**config.mk**
```make
export PLATFORM = sky130hd
export DESIGN_NAME = sram_timed_ctrl
export DESIGN_NICKNAME = d
export VERILOG_FILES = /design/src/rtl/sramc_pkg.sv /design/src/rtl/sramc_phase_tmr.sv /design/src/rtl/sramc_turn_guard.sv /design/src/rtl/sramc_seq.sv /design/src/rtl/sram_timed_ctrl.sv
export SDC_FILE = /design/constraint.sdc
export NUM_CORES = 1
export LEC_CHECK = 0
export BUFFER_PORTS_ARGS = -buffer_cell sky130_fd_sc_hd__buf_4
export CAP_MARGIN = 10
export CORE_AREA = 3 3 53 91
export CTS_CLUSTER_SIZE = 25
export DETAILED_ROUTE_END_ITERATION = 16
export DIE_AREA = 0 0 56 94
export GPL_ROUTABILITY_DRIVEN = 1
export HOLD_SLACK_MARGIN = 0.1
export PLACE_DENSITY = 0.77
export SLEW_MARGIN = 20
export SYNTH_ARGS = -nofsm -noshare
export SYNTH_HDL_FRONTEND = slang
export SYNTH_SLANG_ARGS = --single-unit
export TNS_END_PERCENT = 30
```
**constraint.sdc**
```tcl
create_clock -name clk -period 1.7 [get_ports clk]
set_input_delay 0.255 -clock clk [delete_from_list [all_inputs] [get_ports clk]]
set_output_delay 0.255 -clock clk [all_outputs]
set_load 0.02 [all_outputs]
```
**src/rtl/sramc_pkg.sv**
```systemverilog
package sramc_pkg;

    typedef enum logic [2:0] {
        ST_IDLE,
        ST_RD_ACCESS,
        ST_RD_DONE,
        ST_WR_SETUP,
        ST_WR_PULSE,
        ST_WR_RECOVER
    } sramc_state_e;

    // Round a nanosecond limit up to whole clock cycles, never below one.
    function automatic int ns_to_cyc(input int t_ns, input int clk_ns);
        int c;
        c = (t_ns + clk_ns - 1) / clk_ns;
        if (c < 1) c = 1;
        return c;
    endfunction

    function automatic int max_of(input int a, input int b);
        return (a > b) ? a : b;
    endfunction

endpackage

```
**src/rtl/sramc_phase_tmr.sv**
```systemverilog
// Down counter that times one phase: loaded with length-1 on phase entry,
// flags the final cycle of the phase.
module sramc_phase_tmr #(
    parameter int W = 2
) (
    input  logic         clk,
    input  logic         rst_n,
    input  logic         load,
    input  logic [W-1:0] load_val,
    output logic         last
);
    logic [W-1:0] cnt_d, cnt_q;

    always_comb begin
        cnt_d = cnt_q;
        if (load) begin
            cnt_d = load_val;
        end else if (cnt_q != '0) begin
            cnt_d = cnt_q - 1'b1;
        end
    end

    always_ff @(posedge clk) begin
        if (!rst_n) begin
            cnt_q <= '0;
        end else begin
            cnt_q <= cnt_d;
        end
    end

    assign last = (cnt_q == '0);

endmodule

```
**src/rtl/sramc_turn_guard.sv**
```systemverilog
// Counts cycles since output enable was last active and tells the sequencer
// whether the data driver may be on in the next cycle.
module sramc_turn_guard #(
    parameter int TURN_CYC = 1,
    parameter int W        = 1
) (
    input  logic clk,
    input  logic rst_n,
    input  logic oe_n,
    output logic ok_next
);
    localparam logic [W-1:0] TURN_V = W'(TURN_CYC);

    logic [W-1:0] gap_d, gap_q;

    always_comb begin
        gap_d = gap_q;
        if (!oe_n) begin
            gap_d = '0;
        end else if (gap_q < TURN_V) begin
            gap_d = gap_q + 1'b1;
        end
    end

    always_ff @(posedge clk) begin
        if (!rst_n) begin
            gap_q <= TURN_V;
        end else begin
            gap_q <= gap_d;
        end
    end

    // After the coming edge the gap will be gap_q + 1 (if oe stays high).
    assign ok_next = oe_n && ((int'(gap_q) + 1) >= TURN_CYC);

endmodule

```
**src/rtl/sramc_seq.sv**
```systemverilog
// Access sequencer: owns every memory pin register and the host handshake.
module sramc_seq
    import sramc_pkg::*;
#(
    parameter int ADDR_W    = 15,
    parameter int DATA_W    = 8,
    parameter int TMR_W     = 2,
    parameter int RD_CYC    = 3,
    parameter int PULSE_CYC = 2,
    parameter int REC_CYC   = 1
) (
    input  logic              clk,
    input  logic              rst_n,
    input  logic              host_req,
    input  logic              host_wr,
    input  logic [ADDR_W-1:0] host_addr,
    input  logic [DATA_W-1:0] host_wdata,
    input  logic [DATA_W-1:0] mem_rdata,
    input  logic              tmr_last,
    input  logic              turn_ok_next,
    output logic              tmr_load,
    output logic [TMR_W-1:0]  tmr_val,
    output logic [DATA_W-1:0] rdata,
    output logic              done,
    output logic              ce,
    output logic              cs_n,
    output logic              we_n,
    output logic              oe_n,
    output logic              drv,
    output logic [ADDR_W-1:0] addr,
    output logic [DATA_W-1:0] wdata
);
    localparam logic [TMR_W-1:0] RD_LD    = TMR_W'(RD_CYC - 1);
    localparam logic [TMR_W-1:0] PULSE_LD = TMR_W'(PULSE_CYC - 1);
    localparam logic [TMR_W-1:0] REC_LD   = TMR_W'(REC_CYC - 1);

    typedef struct packed {
        sramc_state_e      st;
        logic              ce;
        logic              cs_n;
        logic              we_n;
        logic              oe_n;
        logic              drv;
        logic [ADDR_W-1:0] addr;
        logic [DATA_W-1:0] wdata;
        logic [DATA_W-1:0] rdata;
        logic              done;
    } seq_t;

    seq_t s_d, s_q;

    always_comb begin
        s_d      = s_q;
        s_d.done = 1'b0;
        tmr_load = 1'b0;
        tmr_val  = '0;
        case (s_q.st)
            ST_IDLE: begin
                s_d.ce   = 1'b1;
                s_d.cs_n = 1'b1;
                s_d.we_n = 1'b1;
                s_d.oe_n = 1'b1;
                s_d.drv  = 1'b0;
                if (host_req) begin
                    s_d.addr  = host_addr;
                    s_d.wdata = host_wdata;
                    s_d.cs_n  = 1'b0;
                    if (host_wr) begin
                        s_d.st  = ST_WR_SETUP;
                        s_d.drv = turn_ok_next;
                    end else begin
                        s_d.st   = ST_RD_ACCESS;
                        s_d.oe_n = 1'b0;
                        tmr_load = 1'b1;
                        tmr_val  = RD_LD;
                    end
                end
            end
            ST_RD_ACCESS: begin
                if (tmr_last) begin
                    s_d.rdata = mem_rdata;
                    s_d.oe_n  = 1'b1;
                    s_d.cs_n  = 1'b1;
                    s_d.st    = ST_RD_DONE;
                end
            end
            ST_RD_DONE: begin
                s_d.done = 1'b1;
                s_d.st   = ST_IDLE;
            end
            ST_WR_SETUP: begin
                if (s_q.drv) begin
                    s_d.we_n = 1'b0;
                    s_d.st   = ST_WR_PULSE;
                    tmr_load = 1'b1;
                    tmr_val  = PULSE_LD;
                end else begin
                    s_d.drv = turn_ok_next;
                end
            end
            ST_WR_PULSE: begin
                if (tmr_last) begin
                    s_d.we_n = 1'b1;
                    s_d.cs_n = 1'b1;
                    s_d.st   = ST_WR_RECOVER;
                    tmr_load = 1'b1;
                    tmr_val  = REC_LD;
                end
            end
            ST_WR_RECOVER: begin
                if (tmr_last) begin
                    s_d.drv  = 1'b0;
                    s_d.done = 1'b1;
                    s_d.st   = ST_IDLE;
                end
            end
            default: begin
                s_d.st = ST_IDLE;
            end
        endcase
    end

    always_ff @(posedge clk) begin
        if (!rst_n) begin
            s_q.st    <= ST_IDLE;
            s_q.ce    <= 1'b0;
            s_q.cs_n  <= 1'b1;
            s_q.we_n  <= 1'b1;
            s_q.oe_n  <= 1'b1;
            s_q.drv   <= 1'b0;
            s_q.addr  <= '0;
            s_q.wdata <= '0;
            s_q.rdata <= '0;
            s_q.done  <= 1'b0;
        end else begin
            s_q <= s_d;
        end
    end

    assign rdata = s_q.rdata;
    assign done  = s_q.done;
    assign ce    = s_q.ce;
    assign cs_n  = s_q.cs_n;
    assign we_n  = s_q.we_n;
    assign oe_n  = s_q.oe_n;
    assign drv   = s_q.drv;
    assign addr  = s_q.addr;
    assign wdata = s_q.wdata;

endmodule

```
**src/rtl/sram_timed_ctrl.sv**
```systemverilog
module sram_timed_ctrl
    import sramc_pkg::*;
#(
    parameter int ADDR_W          = 15,
    parameter int DATA_W          = 8,
    parameter int CLK_PERIOD_NS   = 10,
    parameter int T_WE_PULSE_NS   = 20,
    parameter int T_DATA_SETUP_NS = 15,
    parameter int T_WE_RECOV_NS   = 5,
    parameter int T_ADDR_ACC_NS   = 25,
    parameter int T_OE_ACC_NS     = 9,
    parameter int T_BUS_OFF_NS    = 10
) (
    input  logic              clk,
    input  logic              rst_n,
    input  logic              host_req,
    input  logic              host_wr,
    input  logic [ADDR_W-1:0] host_addr,
    input  logic [DATA_W-1:0] host_wdata,
    output logic [DATA_W-1:0] host_rdata,
    output logic              host_done,
    output logic              mem_ce,
    output logic              mem_cs_n,
    output logic              mem_we_n,
    output logic              mem_oe_n,
    output logic [ADDR_W-1:0] mem_addr,
    output logic [DATA_W-1:0] mem_dq_out,
    output logic              mem_dq_oe,
    input  logic [DATA_W-1:0] mem_dq_in
);
    localparam int PULSE_CYC = max_of(ns_to_cyc(T_WE_PULSE_NS, CLK_PERIOD_NS),
                                      ns_to_cyc(T_DATA_SETUP_NS, CLK_PERIOD_NS));
    localparam int REC_CYC   = ns_to_cyc(T_WE_RECOV_NS, CLK_PERIOD_NS);
    localparam int RD_CYC    = max_of(ns_to_cyc(T_ADDR_ACC_NS, CLK_PERIOD_NS),
                                      ns_to_cyc(T_OE_ACC_NS, CLK_PERIOD_NS));
    localparam int TURN_CYC  = ns_to_cyc(T_BUS_OFF_NS, CLK_PERIOD_NS);
    localparam int TMR_MAX   = max_of(RD_CYC, max_of(PULSE_CYC, REC_CYC));
    localparam int TMR_W     = max_of(1, $clog2(TMR_MAX));
    localparam int TURN_W    = max_of(1, $clog2(TURN_CYC + 1));

    logic             tmr_load;
    logic [TMR_W-1:0] tmr_val;
    logic             tmr_last;
    logic             turn_ok_next;

    sramc_phase_tmr #(
        .W(TMR_W)
    ) u_tmr (
        .clk      (clk),
        .rst_n    (rst_n),
        .load     (tmr_load),
        .load_val (tmr_val),
        .last     (tmr_last)
    );

    sramc_turn_guard #(
        .TURN_CYC(TURN_CYC),
        .W       (TURN_W)
    ) u_turn (
        .clk     (clk),
        .rst_n   (rst_n),
        .oe_n    (mem_oe_n),
        .ok_next (turn_ok_next)
    );

    sramc_seq #(
        .ADDR_W   (ADDR_W),
        .DATA_W   (DATA_W),
        .TMR_W    (TMR_W),
        .RD_CYC   (RD_CYC),
        .PULSE_CYC(PULSE_CYC),
        .REC_CYC  (REC_CYC)
    ) u_seq (
        .clk          (clk),
        .rst_n        (rst_n),
        .host_req     (host_req),
        .host_wr      (host_wr),
        .host_addr    (host_addr),
        .host_wdata   (host_wdata),
        .mem_rdata    (mem_dq_in),
        .tmr_last     (tmr_last),
        .turn_ok_next (turn_ok_next),
        .tmr_load     (tmr_load),
        .tmr_val      (tmr_val),
        .rdata        (host_rdata),
        .done         (host_done),
        .ce           (mem_ce),
        .cs_n         (mem_cs_n),
        .we_n         (mem_we_n),
        .oe_n         (mem_oe_n),
        .drv          (mem_dq_oe),
        .addr         (mem_addr),
        .wdata        (mem_dq_out)
    );

endmodule

```
==> impl_metrics.ini, run 1 <==
[worst_setup_path]
critPathLaunchType = flop
cp_top_family = simple AND/OR/NAND/NOR gates
critical_path_buf_inv_count = 2
path_max_fanout = 9
slowest_stage = dfxtp_1
worstPathArrival_ns = 1.66
path_depth = 6
worst_r2r_path_depth = 6
crit_start = u_tmr.cnt_q[0]
worstSetupPathType = flop to flop
endpoint_kind = flop
crit_chain = inv_1, ha_1, nor4bb_2, buf_4, mux2i_1, nor2b_1
r2r_start = u_tmr.cnt_q[0]
cp_slowest_stage_delay_ns = 0.34
required_ns = 1.89

[job]
cap_violations = 0

[detailed_routing]
avgViaCountPerCell = 4.978
first_iter_violations = 41
drc = 0
dr.pass1.iters = 4
ant_nets = 0
wl_per_cell_um = 12.67
wl_um = 4093
vias = 1608

[hold_path]
worstHoldStart = host_addr[13]
holdPathStages = 3
hp-class = input port to flop

[sta]
fin_tns_setup_ns = 0
min_period_ns = 1.473
hold_violations = 0
slew_headroom = 0.7513
rsz0062_at_grt = false
tightestPinTransition_ns = 0.3731
clock-skew-final_ns = 0.004237
layout_setup_ws_ns = 0.2268
fmax_mhz = 678.8
setup_violations = 0
post-route-period-util = 0.8666
drv_slew = 0

[layout]
nNetsFinal = 309
num-fill-cells = 407
finalNonFillerCells = 323
final_cell_area_um2 = 2472
diodes = 0
drive_gt1_frac = 0.3394
area_growth_pct = 22.50

[synthesis]
synthTopCellsByArea = dfxtp_1 (42%), buf_4 (12%), nand2_1 (8.9%), a21boi_1 (7.1%), mux2i_1 (4.0%)
synth_cells = 232
ys_seq_area_frac = 0.4166
mappedNetlistNets = 268
yosys_warnings = 0
ys_ff_latch = 42
yosysTopAreaCell = dfxtp_1
avgSynthCellArea_um2 = 8.699
synth_area_um2 = 2018
yosysTopAreaCellShare = 0.4166
async_flop_share = 0
synth_most_common_cell = nand2_1
synth_edf_count = 0
netlist_top_cells_count = nand2_1 (48), dfxtp_1 (42), buf_4 (31)
ys_types = 38
synthFlopType = dfxtp_1

[floorplanning]
rows = 31
core_um2 = 4189
die-area_um2 = 5264
dieHeight_um = 94
die_x_um = 56
ioPinCount = 72
initial_utilization = 0.4818

[clock_network]
cts_resized = 0
cts_buffer_depth = 2
hold_buffers = 0
clk_pin_slew_ns = 0.08
tritoncts = done
clock_sinks = 42
h-tree-depth = 2
postCtsSetupBuffers = 0
numCtsBuffers = 5
cts_root_buf = clkbuf_8
clkLatencyLatePin_ns = 0.29

[global_route]
grt_max_degree = 44
gr-usage-all-layers = 0.1516
first_global_vias = 1492
grt_pass1_wl_um = 6410
antenna_found_initial = 0
grt-ovfl-total = 0

[place]
placed_cells = 315
dp_slack_ns = 0.2210
dp_hpwl_um = 3008
routabilityCongestion = 0.8794
io_buffers = 71
dpl_cell_area_um2 = 2382

[power_and_ir_drop]
cellLeakagePower_nw = 1.085
powerDensity_nw_per_um2 = 1131
vdd_ir_drop_max_mv = 0.8604

[run_status]
outcome = finished, final reports clean
==> stage by stage <==
step	power, W	utilization	hold WS, ns
3_3_place_gp	0.002168	0.5687	0.4408
4_1_cts	0.002829	0.5902	0.1951
5_1_grt	0.002963	0.5902	0.1986
6_report	0.002797	0.5902	0.2050
3_5_place_dp	0.002190	0.5687	0.4482
2_1_floorplan	0.001942	-	0.3898
==> worst min-delay path, delay by kind of cell <==
family / cells / cell delay, ns
compound gates: 1 / 0.05
buf+inv: 1 / 0.10
simple gates: 1 / 0.05
==> placed cells by master (no fill, tap or decap), types with 2 or more instances in the layout <==
master    Yosys  layout
nand2b_1      7       7
nor2_1        4       4
a21boi_0      4       4
buf_4        31      79
inv_1         5       5
dfxtp_1      42      42
mux2i_1       8       8
clkbuf_8      0       5
a21oi_1       5       5
a21boi_1     19      19
o21ai_0       4       4
nor2b_1      12      12
nand2_1      48      48
o21a_1        6       6
a31oi_1       2       2
==> cell families (layout without fill, tap and decap cells) <==
logic type      after synthesis  in the layout  share of synthesized area
mux                           8              8                    0.03968
flops                        42             42                     0.4166
simple gates                 82             82                     0.2027
buf+inv                      50             92                     0.1606
compound gates               49             49                     0.1742
fa+ha+maj                     1              1                   0.006199
==> path summary, 6_finish.rpt <==
check | end | slack [ns]
max | u_seq.rdata[2] | 0.23
max reg2reg | u_seq.rdata[2] | 0.23
min reg2reg | u_seq.wdata[2] | 0.46
min | u_seq.addr[13] | 0.21
==> sequential cells by signal, summed over array words and instances, names as in the netlist <==
name / cells
u_seq.addr: 15
u_seq.ce: 1
u_seq.cs_n: 1
u_seq.done: 1
u_seq.drv: 1
u_seq.oe_n: 1
u_seq.rdata: 8
u_seq.s_q: 3
u_seq.wdata: 8
u_seq.we_n: 1
u_tmr.cnt_q: 2
==> area by class of cell <==
type	count	area (um^2)	share of cell area
repair buffers	79	593.1	0.2399
clock inverters	3	21.27	0.008603
multi-input cells	140	868.3	0.3512
flip-flops and latches	42	840.8	0.3401
well taps	49	61.31	0.02480
clock buffers	5	68.82	0.02783
inverters	5	18.77	0.007591
==> per-layer routing <==
layer  up-vias  part of all wire  routed length [um]  GRT usage
met1       730              0.37                1514     0.1506
li1        818                 -                   -          -
met5         -                 0                   0          0
met3         7             0.063                 256    0.03301
met4         0             0.018                  75    0.07129
met2        53              0.55                2246     0.2900
==> report_power, final <==
group          switching (W)  internal (W)
registers          0.0000708       0.00111
logic               0.000515      0.000460
clock network       0.000349      0.000289
Note: power is estimated with default switching activity, not from simulation.
==> run 2: changes to the inputs <==
--- a/config.mk
+++ b/config.mk
@@ -14,5 +14,5 @@
 export GPL_ROUTABILITY_DRIVEN = 1
 export HOLD_SLACK_MARGIN = 0.1
-export PLACE_DENSITY = 0.77
+export PLACE_DENSITY = 0.74
 export SLEW_MARGIN = 20
 export SYNTH_ARGS = -nofsm -noshare
==> constraint.sdc (replaced) <==
create_clock -name clk -period 1.7 [get_ports clk]
set_input_delay 0.255 -clock clk [delete_from_list [all_inputs] [get_ports clk]]
set_output_delay 0.255 -clock clk [all_outputs]
set_load 0.01 [all_outputs]
==> impl_metrics.ini, run 2 (same netlist as run 1, synthesis figures left out) <==
[layout]
mostFrequentLayoutCell = buf_4
drive_gt1_frac = 0.3333
final_cell_area_um2 = 2485
regMostFlops = u_seq.addr
largest_register_ffs = 15
final_cell_mix = buf_4 (78), nand2_1 (48), dfxtp_1 (42)
finalNonFillerCells = 322
diodes = 0
nNetsFinal = 308
area_growth_pct = 23.12
reg.largest.list = u_seq.addr: 15 flops, u_seq.rdata: 8 flops, u_seq.wdata: 8 flops

[global_route]
antenna_found_initial = 0
grt_max_degree = 44
gr-usage-all-layers = 0.1504
first_global_vias = 1478
grt_pass1_wl_um = 6396
grt-ovfl-total = 0

[worst_setup_path]
worstPathArrival_ns = 1.62
required_ns = 1.89
crit_chain = inv_1, ha_1, nor4bb_2, buf_4, mux2i_1, nor2b_1
worstSetupPathType = flop to flop
critPathLaunchType = flop
slowest_stage = dfxtp_1
critical_path_buf_inv_count = 2
cp_top_family = flip-flops
endpoint_kind = flop
cp_slowest_stage_delay_ns = 0.34
path_max_fanout = 9

[sta]
setup_violations = 0
rsz0062_at_grt = false
slew_headroom = 0.7532
post-route-period-util = 0.8437
fin_tns_setup_ns = 0
fmax_mhz = 697.2
drv_slew = 0
clock-skew-final_ns = 0.007875
hold_violations = 0
min_period_ns = 1.434
tightestPinTransition_ns = 0.3701
whs_ns = 0.2048

[job]
cap_violations = 0

[place]
dp_hpwl_um = 2818
io_buffers = 71
placed_cells = 314
dpl_cell_area_um2 = 2375
routabilityCongestion = 0.7622

[detailed_routing]
wl_um = 3916
dr.pass1.iters = 4
ant_nets = 0
wl_per_cell_um = 12.16
drc = 0
vias = 1598
avgViaCountPerCell = 4.963
first_iter_violations = 33

[clock_network]
cts_resized = 0
cts_buffer_depth = 2
clock_sinks = 42
clkLatencyLatePin_ns = 0.29
h-tree-depth = 2
cts_root_buf = clkbuf_8
clk_pin_slew_ns = 0.08
hold_buffers = 0
tritoncts = done
postCtsSetupBuffers = 0
numCtsBuffers = 5

[floorplanning]
die-area_um2 = 5264
rows = 31
core_um2 = 4189
ioPinCount = 72
die_x_um = 56
initial_utilization = 0.4818
dieHeight_um = 94

[power_and_ir_drop]
clkPwrFrac = 0.270
seq_power_share = 0.417
finalPower_w = 0.002839
vdd_ir_drop_max_mv = 0.8246
powerDensity_nw_per_um2 = 1143
intPower_w = 0.002004
p_comb_frac = 0.313
cellLeakagePower_nw = 1.087
switchingPower_w = 0.0008355
p_sw_frac = 0.2943

[run_status]
outcome = finished, final reports clean

[hold_path]
hp-class = input port to flop
-- run 2: cell types whose count changed in the layout (fill, tap and decap cells not counted), sizes merged --
cell and delta:
clkinv -2, buf -1, clkbuf +1, bufinv +1
-- run 2: per-stage QoR --
step / utilization / worst slack (ns)
6_report: 0.5932 / 0.2657
5_1_grt: 0.5932 / 0.1026
4_1_cts: 0.5932 / 0.2521
3_5_place_dp: 0.5669 / 0.2705
3_3_place_gp: 0.5669 / 0.2800
2_1_floorplan: - / 0.2830
-- run 2: worst reg2reg max path, cell delays in order, from the launching register on --
cell      delay [ns]
dfxtp_1         0.34
inv_1           0.06
ha_1            0.15
nor4bb_2        0.27
buf_4           0.24
mux2i_1         0.21
nor2b_1         0.06
-- run 2: worst paths after layout --
check	to	depth (start not counted)	start	slack [ns]
max reg2reg	u_seq.rdata[4]	6	u_tmr.cnt_q[0]	0.27
max	u_seq.rdata[4]	6	u_tmr.cnt_q[0]	0.27
min reg2reg	u_seq.wdata[2]	2	u_seq.wdata[2]	0.45
min	u_seq.addr[9]	3	host_addr[9]	0.20
-- run 2: power groups by stage --
stage	Combinational (W)	Clock, W	Sequential (W)
global route	0.000996	0.000833	0.00120
detailed placement	0.000904	0	0.00121
global placement	0.000888	0	0.00120
CTS	0.000907	0.000797	0.00118
floorplan	0.000660	0	0.00121
finish	0.000888	0.000768	0.00118
-- run 2: layout make-up --
| cell class | count | area (um^2) |
|---|---|---|
| clock buffers | 6 | 72.57 |
| inverters | 5 | 18.77 |
| multi-input cells | 140 | 868.3 |
| clock inverters | 2 | 37.54 |
| well taps | 49 | 61.31 |
| flip-flops and latches | 42 | 840.8 |
| fillers | 413 | 1704 |
| repair buffers | 78 | 585.6 |
-- run 2: routing by layer --
layer	vias up	wire (um)	GRT usage
met5	-	0	0
met4	0	49	0.05347
met3	4	233	0.03301
met2	44	2110	0.2813
met1	737	1523	0.1623
li1	813	-	-
==> run 3: changes to the inputs <==
Settings changed: ABC_AREA set to 1, CORE_AREA 3 3 53 91 to 3 3 52 90, DIE_AREA 0 0 56 94 to 0 0 55 93, PLACE_DENSITY 0.74 to 0.75.
Clock period 1.7 ns to 1.4 ns, I/O delays scaled along.
==> impl_metrics.ini, run 3 <==
[layout]
regMostFlops = u_seq.addr
multi_input_area_um2 = 809.5
final_cell_area_um2 = 2485
drive_gt1_frac = 0.3375
largest_register_ffs = 15
mostFrequentLayoutCell = buf_4
final_cell_mix = buf_4 (80), nand2_1 (55), nand3_1 (41)
diodes = 0
num-fill-cells = 421
nNetsFinal = 352
area_growth_pct = 25.78
reg.largest.list = u_seq.addr: 15 flops, u_seq.rdata: 8 flops, u_seq.wdata: 8 flops
final-seq-area_um2 = 843.3

[clock_network]
tritoncts = done
postCtsSetupBuffers = 0
clk_pin_slew_ns = 0.08
cts_buffer_depth = 2
h-tree-depth = 2
clkLatencyLatePin_ns = 0.29
cts_root_buf = clkbuf_8
numCtsBuffers = 5
clock_sinks = 42

[sta]
fin_tns_setup_ns = 0
rsz0062_at_grt = false
hold_violations = 0
fmax_mhz = 764.9
setup_violations = 0
slew_headroom = 0.7899
layout_setup_ws_ns = 0.09265
post-route-period-util = 0.9338
tightestPinTransition_ns = 0.3140
min_period_ns = 1.307
drv_slew = 0
clock-skew-final_ns = 0.007152

[power_and_ir_drop]
powerDensity_nw_per_um2 = 2093
p_comb_frac = 0.516
seq_power_share = 0.329
cellLeakagePower_nw = 1.143
clkPwrFrac = 0.154
intPower_w = 0.003039
vdd_ir_drop_max_mv = 1.361
p_sw_frac = 0.4157
switchingPower_w = 0.002162

[worst_setup_path]
crit_chain = inv_1, ha_4, inv_2, nand3_2, nand4_1, nand2_1, nand2_1, nor2_1
cpMostUsedCell = nand2_1
path_depth = 8
cp_top_family = simple AND/OR/NAND/NOR gates
critPathLaunchType = flop
endpoint_kind = flop
r2r_slack_ns = 0.09
path_max_fanout = 5
required_ns = 1.59
cp_slowest_stage_delay_ns = 0.34
worstSetupPathType = flop to flop
critical_path_buf_inv_count = 2
worstPathArrival_ns = 1.50
slowest_stage = dfxtp_1
worst_r2r_path_depth = 8

[detailed_routing]
avgViaCountPerCell = 5.079
first_iter_violations = 53
route.met2.wl_um = 2589
wl_um = 4662
wl_met3_um = 261
wl_per_cell_um = 12.74
topRoutingLayerUsed = met4
ant_nets = 0
dr.pass1.iters = 4
wl_met1_um = 1672
drc = 0
vias = 1859

[synthesis]
synth_most_common_cell = nand2_1
async_flop_share = 0
ys_types = 17
synth_area_um2 = 1976
ys_seq_area_frac = 0.4256
synthFlopType = dfxtp_1
ys_ff_latch = 42
mappedNetlistNets = 309
synth_cells = 273
yosysTopAreaCell = dfxtp_1
yosysTopAreaCellShare = 0.4256
synth_edf_count = 0
avgSynthCellArea_um2 = 7.237
synthTopCellsByArea = dfxtp_1 (43%), buf_4 (13%), nand2_1 (11%), nand3_1 (11%), a21oi_1 (9.1%)
yosys_warnings = 0
netlist_top_cells_count = nand2_1 (58), dfxtp_1 (42), nand3_1 (42)

[global_route]
grt_pass1_wl_um = 7024
first_global_vias = 1637
gr-usage-all-layers = 0.1850
grt-ovfl-total = 0
grt_max_degree = 35
antenna_found_initial = 0

[floorplanning]
die-area_um2 = 5115
core_um2 = 4111
dieHeight_um = 93
initial_utilization = 0.4805
ioPinCount = 72
rows = 31
die_x_um = 55

[place]
dp_hpwl_um = 3438
dp_slack_ns = -0.0002297
routabilityCongestion = 1.017
dpl_cell_area_um2 = 2352
io_buffers = 71

[job]
cap_violations = 0

[run_status]
outcome = finished, final reports clean

[hold_path]
hp-class = input port to flop
holdPathStages = 2
==> run 3: cell count changes after synthesis, moves of 3 or more <==
cell | previous run | this run
buf_4 | 31 | 35
a21boi_1 | 19 | 0
nor2_2 | 0 | 3
nor2b_1 | 12 | 0
inv_1 | 5 | 10
nand2_1 | 48 | 58
nor2_1 | 4 | 23
nand3_1 | 1 | 42
a21oi_1 | 5 | 36
a21boi_0 | 4 | 0
o21a_1 | 6 | 0
mux2i_1 | 8 | 0
nand2b_1 | 7 | 0
==> run 3: per-layer routing <==
layer	up-vias	track usage
met3	12	0.03349
met1	835	0.1970
met2	72	0.3291
met4	0	0.08722
met5	-	0
li1	940	-
==> run 3: power by group through the flow <==
stage	registers [W]	clock network [W]	logic, W
after global placement	0.00173	0	0.00252
after floorplan	0.00172	0	0.00188
after detailed placement	0.00173	0	0.00256
after CTS	0.00171	0.000831	0.00257
final	0.00171	0.000803	0.00268
after global routing	0.00176	0.000886	0.00300
==> run 3: through the flow <==
| step | utilization | std cells | hold WS [ns] | power, W |
|---|---|---|---|---|
| 2_1_floorplan | - | 273 | 0.3744 | 0.003598 |
| 3_3_place_gp | 0.5721 | 358 | 0.4482 | 0.004252 |
| 3_5_place_dp | 0.5721 | 358 | 0.4531 | 0.004291 |
| 4_1_cts | 0.5959 | 366 | 0.1588 | 0.005112 |
| 5_1_grt | 0.6044 | 366 | 0.1719 | 0.005647 |
| 6_report | 0.6044 | 366 | 0.1656 | 0.005201 |
==> run 3: final cells by class <==
cell class	instances	share of cell area
inverter	14	0.02216
tap	49	0.02467
multi-input combinational	172	0.3258
sequential	42	0.3394
clock buffer	6	0.03323
clock inverter	2	0.005035
timing repair buffer	81	0.2497
==> run 3: worst paths after layout <==
kind             startpoint              to
max reg2reg  u_tmr.cnt_q[0]   u_seq.s_q[39]
max          u_tmr.cnt_q[0]   u_seq.s_q[39]
min reg2reg  u_seq.wdata[1]  u_seq.wdata[1]
min                   rst_n      u_seq.cs_n
==> run 3: kinds of logic after synthesis <==
| kind of cell | count (synthesis) | synth area share |
|---|---|---|
| compound gates | 42 | 0.1064 |
| flops | 42 | 0.4256 |
| buf+inv | 59 | 0.1824 |
| fa+ha+maj | 1 | 0.006332 |
| simple gates | 129 | 0.2793 |
==> run 3: worst reg2reg max path, cell delays in order (launching register included) <==
cell and delay, ns:
dfxtp_1 0.34, inv_1 0.08, ha_4 0.18, inv_2 0.08, nand3_2 0.12, nand4_1 0.22
nand2_1 0.09, nand2_1 0.06, nor2_1 0.03
==> run 3: repair_timing <==
item / CTS / global route
pin swaps: 1 / 2
gates resized for setup: 1 / 11
hold buffers: 0 / 0
setup endpoints to repair: 6 / 40
